`src/rtl/brk_pkg.sv`:
```
package brk_pkg;

  typedef enum logic [2:0] {
    MD_PP   = 3'd0,
    MD_PD   = 3'd1,
    MD_DD   = 3'd2,
    MD_PRNG = 3'd3,
    MD_DRNG = 3'd4
  } mode_t;

  typedef enum logic [1:0] {
    Q_NONE = 2'd0,
    Q_RD   = 2'd1,
    Q_WR   = 2'd2,
    Q_ANY  = 2'd3
  } qual_t;

  // control register layout, low bits first: mode, qual0, qual1, flow, step
  typedef struct packed {
    logic  step_en;
    logic  flow_en;
    qual_t q1;
    qual_t q0;
    mode_t mode;
  } ctrl_t;

  localparam int CTRL_W = $bits(ctrl_t);

endpackage

```
`src/rtl/brk_cfg.sv`:
```
module brk_cfg
  import brk_pkg::*;
#(
  parameter int PC_W = 17,
  parameter int NFIX = 2,
  parameter int AW   = 3
) (
  input  logic                       clk,
  input  logic                       rst_q,
  input  logic                       we,
  input  logic [AW-1:0]              addr,
  input  logic [PC_W:0]              wdata,
  output logic [NFIX-1:0][PC_W-1:0]  fix_val,
  output logic [NFIX-1:0]            fix_en,
  output logic [1:0][PC_W-1:0]       cmb_val,
  output logic [1:0]                 cmb_en,
  output ctrl_t                      ctrl
);

  localparam int CMB_BASE  = NFIX;
  localparam int CTRL_ADDR = NFIX + 2;

  for (genvar i = 0; i < NFIX; i++) begin : g_fix
    logic [PC_W:0] r_q, r_d;
    always_comb begin
      r_d = r_q;
      if (we && addr == AW'(i)) r_d = wdata;
    end
    always_ff @(posedge clk or negedge rst_q) begin
      if (!rst_q) r_q <= '0;
      else        r_q <= r_d;
    end
    assign fix_val[i] = r_q[PC_W-1:0];
    assign fix_en[i]  = r_q[PC_W];
  end

  for (genvar k = 0; k < 2; k++) begin : g_cmb
    logic [PC_W:0] r_q, r_d;
    always_comb begin
      r_d = r_q;
      if (we && addr == AW'(CMB_BASE + k)) r_d = wdata;
    end
    always_ff @(posedge clk or negedge rst_q) begin
      if (!rst_q) r_q <= '0;
      else        r_q <= r_d;
    end
    assign cmb_val[k] = r_q[PC_W-1:0];
    assign cmb_en[k]  = r_q[PC_W];
  end

  ctrl_t ctrl_q, ctrl_d;

  always_comb begin
    ctrl_d = ctrl_q;
    if (we && addr == AW'(CTRL_ADDR)) ctrl_d = ctrl_t'(wdata[CTRL_W-1:0]);
  end

  always_ff @(posedge clk or negedge rst_q) begin
    if (!rst_q) ctrl_q <= '0;
    else        ctrl_q <= ctrl_d;
  end

  assign ctrl = ctrl_q;

endmodule

```
`src/rtl/brk_cmp.sv`:
```
module brk_cmp #(
  parameter int W = 17
) (
  input  logic [W-1:0] a,
  input  logic [W-1:0] v,
  input  logic [W-1:0] m,
  input  logic         en,
  input  logic         stb,
  output logic         hit
);

  logic [W-1:0] diff;

  always_comb begin
    diff = (a ^ v) & m;
    hit  = en && stb && (diff == '0);
  end

endmodule

```
`src/rtl/brk_route.sv`:
```
module brk_route
  import brk_pkg::*;
#(
  parameter int PC_W = 17,
  parameter int DA_W = 16
) (
  input  ctrl_t                 ctrl,
  input  logic [1:0][PC_W-1:0]  cmb_val,
  input  logic [1:0]            cmb_en,
  input  logic [PC_W-1:0]       pc,
  input  logic                  retire,
  input  logic [DA_W-1:0]       daddr,
  input  logic                  drd,
  input  logic                  dwr,
  output logic [1:0]            cmb_hit
);

  localparam logic [PC_W-1:0] DMASK = PC_W'({DA_W{1'b1}});

  logic [1:0]            sel_data;
  logic [1:0]            slot_on;
  logic [1:0][PC_W-1:0]  mask;
  logic [1:0]            dstb;
  logic [PC_W-1:0]       daddr_x;

  assign daddr_x = PC_W'(daddr);

  always_comb begin
    dstb[0] = (drd && ctrl.q0[0]) || (dwr && ctrl.q0[1]);
    dstb[1] = (drd && ctrl.q1[0]) || (dwr && ctrl.q1[1]);
  end

  always_comb begin
    sel_data = '0;
    slot_on  = '0;
    mask[0]  = '1;
    mask[1]  = '1;
    case (ctrl.mode)
      MD_PP: begin
        slot_on = cmb_en;
      end
      MD_PD: begin
        slot_on     = cmb_en;
        sel_data[1] = 1'b1;
        mask[1]     = DMASK;
      end
      MD_DD: begin
        slot_on  = cmb_en;
        sel_data = 2'b11;
        mask[0]  = DMASK;
        mask[1]  = DMASK;
      end
      MD_PRNG: begin
        slot_on[0] = cmb_en[0];
        mask[0]    = cmb_val[1];
      end
      MD_DRNG: begin
        slot_on[0]  = cmb_en[0];
        sel_data[0] = 1'b1;
        mask[0]     = cmb_val[1] & DMASK;
      end
      default: begin
        slot_on = '0;
      end
    endcase
  end

  for (genvar k = 0; k < 2; k++) begin : g_slot
    logic [PC_W-1:0] a_sel;
    logic            s_sel;
    always_comb begin
      a_sel = sel_data[k] ? daddr_x : pc;
      s_sel = sel_data[k] ? dstb[k] : retire;
    end
    brk_cmp #(.W(PC_W)) u_cmp (
      .a   (a_sel),
      .v   (cmb_val[k]),
      .m   (mask[k]),
      .en  (slot_on[k]),
      .stb (s_sel),
      .hit (cmb_hit[k])
    );
  end

endmodule

```
`src/rtl/brk_unit.sv`:
```
module brk_unit
  import brk_pkg::*;
#(
  parameter int PC_W = 17,
  parameter int DA_W = 16,
  parameter int NFIX = 2,
  parameter int AW   = $clog2(NFIX + 4),
  parameter int NSRC = NFIX + 4
) (
  input  logic             clk,
  input  logic             rst_n,
  input  logic [PC_W-1:0]  pc_i,
  input  logic             retire_i,
  input  logic             flow_chg_i,
  input  logic [DA_W-1:0]  daddr_i,
  input  logic             drd_i,
  input  logic             dwr_i,
  input  logic             cfg_we_i,
  input  logic [AW-1:0]    cfg_addr_i,
  input  logic [PC_W:0]    cfg_wdata_i,
  output logic             brk_o,
  output logic [NSRC-1:0]  brk_src_o
);

  localparam int CLR_ADDR = NFIX + 3;

  // reset synchronizer: asserts at once, releases on the clock
  logic [1:0] rst_sync;
  logic       rst_q;

  always_ff @(posedge clk or negedge rst_n) begin
    if (!rst_n) rst_sync <= 2'b00;
    else        rst_sync <= {rst_sync[0], 1'b1};
  end
  assign rst_q = rst_sync[1];

  logic [NFIX-1:0][PC_W-1:0] fix_val;
  logic [NFIX-1:0]           fix_en;
  logic [1:0][PC_W-1:0]      cmb_val;
  logic [1:0]                cmb_en;
  ctrl_t                     ctrl;
  logic                      step_en;
  logic                      flow_en;

  brk_cfg #(.PC_W(PC_W), .NFIX(NFIX), .AW(AW)) u_cfg (
    .clk     (clk),
    .rst_q   (rst_q),
    .we      (cfg_we_i),
    .addr    (cfg_addr_i),
    .wdata   (cfg_wdata_i),
    .fix_val (fix_val),
    .fix_en  (fix_en),
    .cmb_val (cmb_val),
    .cmb_en  (cmb_en),
    .ctrl    (ctrl)
  );

  assign step_en = ctrl.step_en;
  assign flow_en = ctrl.flow_en;

  logic [NFIX-1:0] fix_hit;

  for (genvar i = 0; i < NFIX; i++) begin : g_fixcmp
    brk_cmp #(.W(PC_W)) u_cmp (
      .a   (pc_i),
      .v   (fix_val[i]),
      .m   ({PC_W{1'b1}}),
      .en  (fix_en[i]),
      .stb (retire_i),
      .hit (fix_hit[i])
    );
  end

  logic [1:0] cmb_hit;

  brk_route #(.PC_W(PC_W), .DA_W(DA_W)) u_route (
    .ctrl    (ctrl),
    .cmb_val (cmb_val),
    .cmb_en  (cmb_en),
    .pc      (pc_i),
    .retire  (retire_i),
    .daddr   (daddr_i),
    .drd     (drd_i),
    .dwr     (dwr_i),
    .cmb_hit (cmb_hit)
  );

  logic [NSRC-1:0] hit_d, hit_q;
  logic [NSRC-1:0] stat_d, stat_q;
  logic [NSRC-1:0] clr_mask;

  always_comb begin
    hit_d = {retire_i && step_en,
             retire_i && flow_chg_i && flow_en,
             cmb_hit,
             fix_hit};
    clr_mask = (cfg_we_i && cfg_addr_i == AW'(CLR_ADDR)) ? cfg_wdata_i[NSRC-1:0] : '0;
    stat_d   = (stat_q & ~clr_mask) | hit_d;
  end

  always_ff @(posedge clk or negedge rst_q) begin
    if (!rst_q) begin
      hit_q  <= '0;
      stat_q <= '0;
    end else begin
      hit_q  <= hit_d;
      stat_q <= stat_d;
    end
  end

  assign brk_o     = |hit_q;
  assign brk_src_o = stat_q;

endmodule

```
`config.mk`:
```
export PLATFORM = sky130hd
export DESIGN_NAME = brk_unit
export DESIGN_NICKNAME = d
export VERILOG_FILES = /design/src/rtl/brk_pkg.sv /design/src/rtl/brk_cfg.sv /design/src/rtl/brk_cmp.sv /design/src/rtl/brk_route.sv /design/src/rtl/brk_unit.sv
export SDC_FILE = /design/constraint.sdc
export NUM_CORES = 1
export LEC_CHECK = 0
export BUFFER_PORTS_ARGS = -buffer_cell sky130_fd_sc_hd__clkbuf_2
export CORE_MARGIN = 2
export CORE_UTILIZATION = 45
export CTS_CLUSTER_DIAMETER = 120
export DETAILED_ROUTE_END_ITERATION = 10
export PLACE_DENSITY = 0.66
export SLEW_MARGIN = 20
export SYNTH_ARGS = -nofsm -noshare
export SYNTH_HDL_FRONTEND = slang
export SYNTH_HIERARCHICAL = 1
export SYNTH_SLANG_ARGS = --single-unit
export TNS_END_PERCENT = 5
```
`constraint.sdc`:
```
create_clock -name clk -period 3.1 [get_ports clk]
set_input_delay 0.62 -clock clk [delete_from_list [all_inputs] [get_ports clk]]
set_output_delay 0.62 -clock clk [all_outputs]
set_load 0.005 [all_outputs]
```
==> metrics.md, run 1 <==
| Metric | Value |
|---|---|
| Status | `finished, final reports clean` |
| Non-filler cells, final | `686` |
| Post-CTS setup buffers | `0` |
| Top cells by area, synth | `dfrtp_1 46%, mux2_2 25%, xor2_1 11%` |
| Worst path slowest cell | `dfrtp_1` |
| Worst VDD drop | `320 µV` |
| Worst Path Buf+Inv | `2` |
| Achievable Freq | `about 360 MHz` |
| CTS root buffer | `clkbuf_16` |
| Worst skew pair latency | `between 0.3 and 0.4 ns` |
| Async S/R FF share, synth | `100%` |
| Buffers added on ports | `67` |
| Yosys reg bits | `95` |
| Post-synth top area share | `45.7%` |
| Family with the most delay on the worst path | `compound AO/OA/AOI/OAI gates` |
| CTS HTree Levels | `3` |
| WL final | `12000 µm` |
| N_diodes | `0` |
| Vias per inst | `roughly 5.2` |
| # rows | `39` |
| Combinational family with the most area after synthesis | `multiplexers` |
| Post-Syn Area | `0.00520 mm²` |
| Power share of the combinational group | `27.0%` |
| Starting Density | `45.7%` |
| Crit path time final | `2.78 ns` |
| First-pass iteration count of the detailed router | `4` |
| Total Neg Setup Slack | `0 ns` |
| Worst-Margin Slew | `0.706 ns` |
| Placed cell count | `670` |
| Vias in the first global route | `roughly 3800` |
| Clock skew | `0.00725 ns` |
| Tot GR Track Use | `20.5%` |
| DR vias | `3534` |
| Synth cell count leaders | `115 x mux2_2, 95 x dfrtp_1, 68 x xor2_1` |
| Crit. End Element | `flop` |
| Die area | `around 0.012 mm²` |
| Complex-gate fraction of the synthesized area | `7.10%` |
| Leakage | `approximately 2.9 nW` |
| Yosys top cell by area | `dfrtp_1` |
| Cell with the most instances after synthesis | `mux2_2` |
| Clock Sinks | `95` |
| Core box area | `around 0.011 mm²` |
| Critical path cell sequence | `nand2b_1, a21oi_4, buf_4, mux2_2, xor2_1, a22oi_1, nand2_1, nor4_2, inv_1, a31oi_1` |
| Pin count of the biggest net entering global routing | `51` |
| Mux cell area share after synthesis | `24.9%` |
| GR Overflow Total | `0` |
| Critical Path RT | `3.37 ns` |
| Library cells used by synthesis | `36` |
| GPL Wtd Cong | `0.798` |
| TritonCTS Buffers | `9` |
| RSZ-0062 raised after global routing | `false` |
| Hold buffer count at cts | `0` |
| MaxCap Viol Count | `0` |
| Sequential area share after synthesis | `45.7%` |
| CTS resizes | `0` |
| Iter 0 DRT Violations | `89` |
| Hold Worst Slack | `0.0440 ns` |
| CTS clk-pin slew, worst paths | `roughly 0.07 ns` |
| Worst slew margin | `52.8%` |
| EDFF count, synth | `0` |
| Final core area utilization | `54.8%` |
| Mapped Cells | `417` |
| Die width | `111 µm` |
| WS Path Type | `reg -> reg` |
| Clk pwr share | `31.6%` |
| Worst hold path class | `in -> async` |
| Psw | `1.18 mW` |
| CP Launch Type | `flop` |
| Crit path max fanout | `10` |
| Final nets | `599` |
| Adder-Cell Fraction of Synth Area | `0%` |
| Fin. max-slew vios | `0` |
| Fin. Hold Viols | `0` |
| Mean area per synthesized cell | `12.5 µm²` |
| XOR/XNOR Fraction of Synth Area | `11.6%` |
| CP arrival | `between 3 and 4 ns` |
| Fraction of layout cells with a size suffix above 1 | `40.1%` |
| CTS tree | `yes` |
| Yosys warning count | `6` |
| P&R area growth vs syn | `19.8%` |
| Switching share of power | `29.0%` |
| Bufs on Longest Clock Path | `2` |
| Power share of the sequential group | `about two fifths` |
| Die Ht | `111 µm` |
| Routed WL per cell | `approximately 17 µm` |
| Tcrit/Tclk final | `89.7%` |
| CP max stage delay | `~0.47 ns` |
| Antenna-violating nets left | `0` |
| Antenna violations before repair | `0` |
| Simple-Gate Fraction of Synth Area | `8.01%` |
| PwrDens | `654 mW/mm²` |
| Post-synth top flop | `dfrtp_1` |
| Power Internal | `2.89 mW` |
| DRC Markers | `0` |
| Hpwl dp | `a little under 9000 µm` |
| First-pass GRT wire length | `approximately 20000 µm` |
| Final setup fails | `0` |
| I/O pin cnt | `slightly below 70` |
state kept, by name, indices dropped and copies added (netlist names):
name             flops
brk_src_o            6
hit_q                6
rst_sync             2
u_cfg/ctrl           9
u_cfg/g_cmb.r_q     36
u_cfg/g_fix.r_q     36
worst register-to-register path, delay by kind of cell (launching register included):
| kind | cells | cell delay, ns |
|---|---|---|
| muxes | 1 | 0.36 |
| and+or+nand+nor | 3 | 0.66 |
| AOI/OAI and AO/OA | 3 | 0.73 |
| DFF | 1 | 0.47 |
| xor gates and xnor gates | 1 | 0.14 |
| buffers and inverters | 2 | 0.33 |
logic make-up after synthesis:
kind of cell | after synthesis
AO/OA/AOI/OAI | 51
XOR/XNOR | 69
multiplexers | 115
AND/OR/NAND/NOR | 63
flip-flops | 95
buffers and inverters | 22
other | 2
power by group through the flow:
stage / Combinational (mW) / Clock, mW / Sequential (mW)
2_1_floorplan: 0.853 / 0 / 1.66
3_3_place_gp: 1.06 / 0 / 1.70
3_5_place_dp: 1.10 / 0 / 1.71
4_1_cts: 1.11 / 1.32 / 1.69
5_1_grt: 1.21 / 1.38 / 1.73
6_report: 1.10 / 1.29 / 1.69
layer usage:
layer	track usage, %	share of wire (%)	vias to the layer above
li1	-	-	1673
met2	35.5	51	62
met3	3.92	3.0	23
met5	0	0	-
met4	8.07	3.0	0
met1	25.3	43	1776
final timing paths:
kind | start | to | slack (ns) | depth (start not counted)
worst max-delay path | u_cfg/ctrl[1]$_DFFE_PN0P_ | brk_src_o[2]$_DFF_PN0_ | 0.32 | 10
worst min-delay path | rst_n | rst_sync[1]$_DFF_PN0_ | 0.04 | 1
worst max register to register | u_cfg/ctrl[1]$_DFFE_PN0P_ | brk_src_o[2]$_DFF_PN0_ | 0.32 | 10
worst min register to register | rst_sync[0]$_DFF_PN0_ | rst_sync[1]$_DFF_PN0_ | 0.35 | 0
max in group asynchronous | rst_sync[1]$_DFF_PN0_ | u_cfg/ctrl[3]$_DFFE_PN0P_ | 2.06 | 1
min in group clk | rst_sync[0]$_DFF_PN0_ | rst_sync[1]$_DFF_PN0_ | 0.35 | 0
cell type report:
class | count | area [µm²]
Fill cell | 1016 | 5140
Clock inverter | 6 | 108
Sequential cell | 95 | 2380
Multi-Input combinational cell | 349 | 2890
Clock buffer | 10 | 239
Inverter | 10 | 37.5
Timing Repair Buffer | 73 | 393
Tap cell | 143 | 179
cell usage in the layout (no fill, tap or decap), types with 2 or more instances in the layout:
cell type and count:
a21oi_1 7, a22o_1 2, a22oi_1 32, a31oi_1 5, and4bb_2 2, buf_4 5
bufinv_16 3, clkbuf_16 9, clkbuf_2 67, clkinv_2 2, conb_1 51, dfrtp_1 94
inv_1 10, mux2_2 115, nand2_1 18, nand2b_1 16, nand3_1 5, nor2_1 6
nor4_2 4, or2b_1 2, xor2_1 68
metrics by stage:
step	cell area [µm²]	power (mW)	setup slack (ns)
detailed placement	5880	2.82	0.333
global placement	5880	2.76	0.442
CTS	6230	4.12	0.313
floorplan	5380	2.51	0.258
finish	6230	4.08	0.321
global route	6230	4.32	0.0905
No activity file was read; power rests on OpenSTA's default activity.
==> run 2: changes to the inputs <==
- GPL_TIMING_DRIVEN: default -> 0
==> run 2 against run 1 <==
Net effect:
- die area is the same
- first-iteration DRC count grew 20%
- core utilization grew 0.44 points
- routed wire length grew 3.6%
- worst setup slack lost 0.21 ns
- combinational power grew 6%
- clock power shrank 6%
- register-to-register slack lost 0.21 ns
- largest power group unchanged
==> metrics.md, run 2 (synthesized netlist as in run 1, its figures left out) <==
| Metric | Value |
|---|---|
| I/O pin cnt | `68` |
| Vias in the first global route | `3707` |
| Hpwl dp | `9060 µm` |
| WL final | `roughly 12000 µm` |
| Antenna violations before repair | `0` |
| # rows | `39` |
| Commonest non-fill, non-tap cell in the layout | `mux2_2` |
| Total Neg Setup Slack | `0 ns` |
| Buffers added on ports | `67` |
| Starting Density | `45.7%` |
| Most frequent cells in the layout | `115 x mux2_2, 94 x dfrtp_1, 68 x xor2_1` |
| Worst slew margin | `38.8%` |
| PwrDens | `between 600 and 700 mW/mm²` |
| First-pass iteration count of the detailed router | `4` |
| Vias per inst | `5.13` |
| Bufs on Longest Clock Path | `2` |
| Final Worst Setup Slack | `0.113 ns` |
| Worst-Margin Slew | `0.914 ns` |
| Final setup fails | `0` |
| Crit path time final | `between 2 and 3 ns` |
| Routed WL per cell | `approximately 18 µm` |
| Placed cell count | `677` |
| Die width | `111 µm` |
| Crit. End Element | `flop` |
| CP Launch Type | `flop` |
| RSZ-0062 raised after global routing | `true` |
| DR vias | `around 3600` |
| MaxCap Viol Count | `0` |
| Die area | `0.0124 mm²` |
| CTS clk-pin slew, worst paths | `0.06 ns` |
| Core box area | `0.0114 mm²` |
| CTS HTree Levels | `3` |
| Iter 0 DRT Violations | `107` |
| Worst slack, placed | `between 0.1 and 0.15 ns` |
| Cell Area, Placed | `0.00593 mm²` |
| P&R area growth vs syn | `20.7%` |
| Fraction of layout cells with a size suffix above 1 | `about two fifths` |
| Tot GR Track Use | `21.1%` |
| N_diodes | `0` |
| Total power | `4.05 mW` |
| Pin count of the biggest net entering global routing | `57` |
| DRC Markers | `0` |
| First-pass GRT wire length | `19900 µm` |
| Worst skew pair latency | `0.35 ns` |
| Die Ht | `about 110 µm` |
| Hold Worst Slack | `roughly 0.044 ns` |
| CTS tree | `yes` |
| Non-filler cells, final | `slightly below 700` |
| Final nets | `609` |
| Design area | `0.00628 mm²` |
| TritonCTS Buffers | `9` |
| Hold buffer count at cts | `0` |
| Worst VDD drop | `294 µV` |
| WS Path Type | `reg -> reg` |
| Status | `finished, final reports clean` |
| Achievable Freq | `335 MHz` |
| GR Overflow Total | `0` |
| GPL Wtd Cong | `0.806` |
| Tcrit/Tclk final | `96.3%` |
| Fin. max-slew vios | `0` |
| Final core area utilization | `55.2%` |
| Antenna-violating nets left | `0` |
| Crit path max fanout | `10` |
| Worst hold path class | `in -> async` |
| CP arrival | `3.26 ns` |
| Clock skew | `0.00743 ns` |
| CTS root buffer | `clkbuf_16` |
| Clock Sinks | `95` |
| Fin. Hold Viols | `0` |
| Leakage | `between 2 and 3 nW` |
| Critical Path RT | `3.37 ns` |
[run 2: layout make-up]
cell class | count | area (µm²)
fill | 1024 | 5090
multi-input combinational | 349 | 2880
sequential | 95 | 2380
timing repair buffer | 71 | 385
clock buffer | 11 | 253
tap | 143 | 179
buffer | 12 | 92.6
clock inverter | 3 | 67.6
inverter | 10 | 37.5
[run 2: worst paths after layout]
kind                       depth (start not counted)                            endpoint                      start  slack (ns)
max                                               11              brk_src_o[3]$_DFF_PN0_  u_cfg/ctrl[0]$_DFFE_PN0P_        0.11
min reg2reg                                        0  u_cfg/g_fix[0].r_q[13]$_DFFE_PN0P_      rst_sync[1]$_DFF_PN0_        0.31
max in group asynchronous                          1  u_cfg/g_fix[1].r_q[17]$_DFFE_PN0P_      rst_sync[1]$_DFF_PN0_        2.12
min in group clk                                   0               rst_sync[1]$_DFF_PN0_      rst_sync[0]$_DFF_PN0_        0.35
min                                                1               rst_sync[1]$_DFF_PN0_                      rst_n        0.04
max reg2reg                                       11              brk_src_o[3]$_DFF_PN0_  u_cfg/ctrl[0]$_DFFE_PN0P_        0.11
[run 2: where the power goes]
part / internal (mW) / switching, mW / leakage, nW
Combinational: 0.622 / 0.548 / 1.60
Sequential: 1.49 / 0.187 / 1.15
Clock: 0.742 / 0.463 / 0.154
[run 2: routing by layer]
layer / track usage (%) / routed length [µm]
met2: 36.1 / 6300
met1: 27.6 / 5570
met3: 3.32 / 325
met4: 6.91 / 206
met5: 0 / 0
[run 2: critical path, stage by stage (launching register included)]
cell and delay [ns]:
dfrtp_1 0.37, buf_2 0.18, xnor2_1 0.17, nor2_4 0.38, buf_6 0.24, mux2_2 0.35
xor2_1 0.14, a22oi_1 0.22, nand2_1 0.11, nor4_2 0.50, inv_1 0.09, a31oi_1 0.17
[run 2: repair_timing]
| item | CTS | global route |
|---|---|---|
| buffers inserted | 0 | 3 |
| setup endpoints to repair | 0 | 2 |
| gates resized for setup | 0 | 1 |
==> run 3: changes to the inputs <==
- PLACE_DENSITY: 0.66 -> 0.68
- clock period: 3.1 -> 2.65 ns (I/O delays scaled with it)
==> run 3 against run 2 <==
Net effect:
- global-route usage is 0.085 points higher
- largest cell class unchanged
- critical path depth is 1 lower
- sequential power increased by 18%
- fmax up 17%
- critical endpoint is now brk_src_o[2]$_DFF_PN0_
==> metrics.md, run 3 (synthesized netlist as in run 1, its figures left out) <==
| Metric | Value |
|---|---|
| Status | `finished, final reports clean` |
| Worst VDD drop | `333 µV` |
| Hold Worst Slack | `approximately 0.33 ns` |
| Worst skew pair latency | `0.34 ns` |
| Setup slack, reg-to-reg | `0.09 ns` |
| Routed WL per cell | `~18 µm` |
| Final nets | `612` |
| Fraction of layout cells with a size suffix above 1 | `41.8%` |
| Starting Density | `45.7%` |
| PwrDens | `742 mW/mm²` |
| I/O pin cnt | `68` |
| DR vias | `3576` |
| GR Overflow Total | `0` |
| Worst slew margin | `40.3%` |
| Most frequent cells in the layout | `115 x mux2_2, 91 x dfrtp_1, 68 x xor2_1, 68 x clkbuf_2, 51 x conb_1` |
| Die width | `111 µm` |
| Leakage | `~3 nW` |
| Clock Sinks | `95` |
| Buffers added on ports | `67` |
| Reg area | `0.00238 mm²` |
| RR Endpoint | `brk_src_o[2]$_DFF_PN0_` |
| CTS clk-pin slew, worst paths | `0.07 ns` |
| N_diodes | `0` |
| Crit. End Element | `flop` |
| Achievable Freq | `390 MHz` |
| Core box area | `0.0114 mm²` |
| Die area | `between 0.01 and 0.015 mm²` |
| R2R depth | `10` |
| CTS HTree Levels | `3` |
| Tcrit/Tclk final | `slightly below 100%` |
| Bufs on Longest Clock Path | `2` |
| Vias per inst | `just over 5` |
| Hpwl dp | `9020 µm` |
| Total Neg Setup Slack | `0 ns` |
| Fin. max-slew vios | `0` |
| Final setup fails | `0` |
| Tot GR Track Use | `21.2%` |
| Pin count of the biggest net entering global routing | `52` |
| Clock skew | `0.0109 ns` |
| CP max stage delay | `around 0.48 ns` |
| Critical path cell sequence | `nand2b_4, a21oi_4, buf_6, mux2_2, xor2_1, a22oi_1, nand3_1, nor4_4, inv_1, a31oi_1` |
| Antenna-violating nets left | `0` |
| P&R area growth vs syn | `21.9%` |
| Crit path max fanout | `8` |
| Die Ht | `approximately 110 µm` |
| Critical Path RT | `2.91 ns` |
| CP Launch Type | `flop` |
| Worst-Margin Slew | `0.891 ns` |
| Multi-input logic area | `0.00291 mm²` |
| MaxCap Viol Count | `0` |
| Worst hold path class | `reg -> async` |
| RSZ-0062 raised after global routing | `true` |
| Fin. Hold Viols | `0` |
| CP arrival | `between 2 and 3 ns` |
| Final Worst Setup Slack | `slightly below 0.09 ns` |
| WS Path Type | `reg -> reg` |
| GPL Wtd Cong | `0.791` |
| First-pass GRT wire length | `20200 µm` |
| Iter 0 DRT Violations | `112` |
| CTS tree | `yes` |
| CTS root buffer | `clkbuf_16` |
| Non-filler cells, final | `698` |
| Vias in the first global route | `3869` |
| First-pass iteration count of the detailed router | `4` |
| Crit path time final | `about 2.6 ns` |
| Worst path slowest cell | `dfrtp_2` |
| Antenna violations before repair | `0` |
| DRC Markers | `0` |
| TritonCTS Buffers | `9` |
| Commonest non-fill, non-tap cell in the layout | `mux2_2` |
| # rows | `39` |
| WL final | `about 13000 µm` |
| Worst slack, placed | `-0.398 ns` |
| Placed cell count | `about 680` |
| R2R Path Start | `u_cfg/ctrl[2]$_DFFE_PN0P_` |
| Fillers | `951` |
==> run 3: layer usage <==
| layer | GRT usage, % | routed length, µm | vias up | share of wire (%) |
|---|---|---|---|---|
| li1 | - | - | 1708 | - |
| met1 | 27.2 | 5380 | 1771 | 43 |
| met2 | 36.9 | 6360 | 82 | 51 |
| met3 | 3.48 | 599 | 15 | 4.8 |
| met4 | 6.67 | 181 | 0 | 1.4 |
| met5 | 0 | 0 | - | 0 |
==> run 3: worst max-delay path, delay by kind of cell (launching register included) <==
kind / cells / cell delay, ns
compound gates: 3 / 0.60
simple gates: 3 / 0.63
xor+xnor: 1 / 0.14
flops: 1 / 0.48
buf+inv: 2 / 0.26
mux: 1 / 0.35
==> run 3: what timing repair did <==
action	in CTS	in global routing
hold buffers	1	0
pin swaps	5	5
cloned	0	1
endpoints found under the hold margin	2	0
setup endpoints to repair	4	2
setup buffers	3	2
resized for setup	4	9
==> run 3: worst max-delay path by stage <==
stage	slack [ns]	cells after the start	to	from
3_5_place_dp	-0.40	11	brk_src_o[3]$_DFF_PN0_	u_cfg/ctrl[0]$_DFFE_PN0P_
2_1_floorplan	0.23	10	brk_src_o[2]$_DFF_PN0_	u_cfg/ctrl[1]$_DFFE_PN0P_
5_1_grt	-0.02	10	brk_src_o[2]$_DFF_PN0_	u_cfg/ctrl[1]$_DFFE_PN0P_
3_3_place_gp	-0.27	11	brk_src_o[3]$_DFF_PN0_	u_cfg/ctrl[0]$_DFFE_PN0P_
4_1_cts	0.002	11	brk_src_o[3]$_DFF_PN0_	u_cfg/ctrl[0]$_DFFE_PN0P_
6_report	0.09	10	brk_src_o[2]$_DFF_PN0_	u_cfg/ctrl[2]$_DFFE_PN0P_
==> run 3: metrics by stage <==
stage | instance area, µm² | total power [mW] | util, %
5_1_grt | 6340 | 4.97 | 55.8
2_1_floorplan | 5390 | 2.94 | -
4_1_cts | 6270 | 4.67 | 55.2
6_report | 6340 | 4.70 | 55.8
3_5_place_dp | 5930 | 3.33 | 52.2
3_3_place_gp | 5900 | 3.27 | 51.9
==> run 3: where the power goes <==
group	switching (mW)	internal [mW]
logic	0.666	0.776
registers	0.229	1.74
clock network	0.534	0.753
==> run 3: cell type report <==
class	count	area share [%]
Buffer	11	1.52
Clock buffer	12	3.89
Clock inverter	3	0.691
Inverter	10	0.592
Multi-Input combinational cell	349	45.9
Sequential cell	95	37.6
Tap cell	143	2.82
Timing Repair Buffer	75	6.99
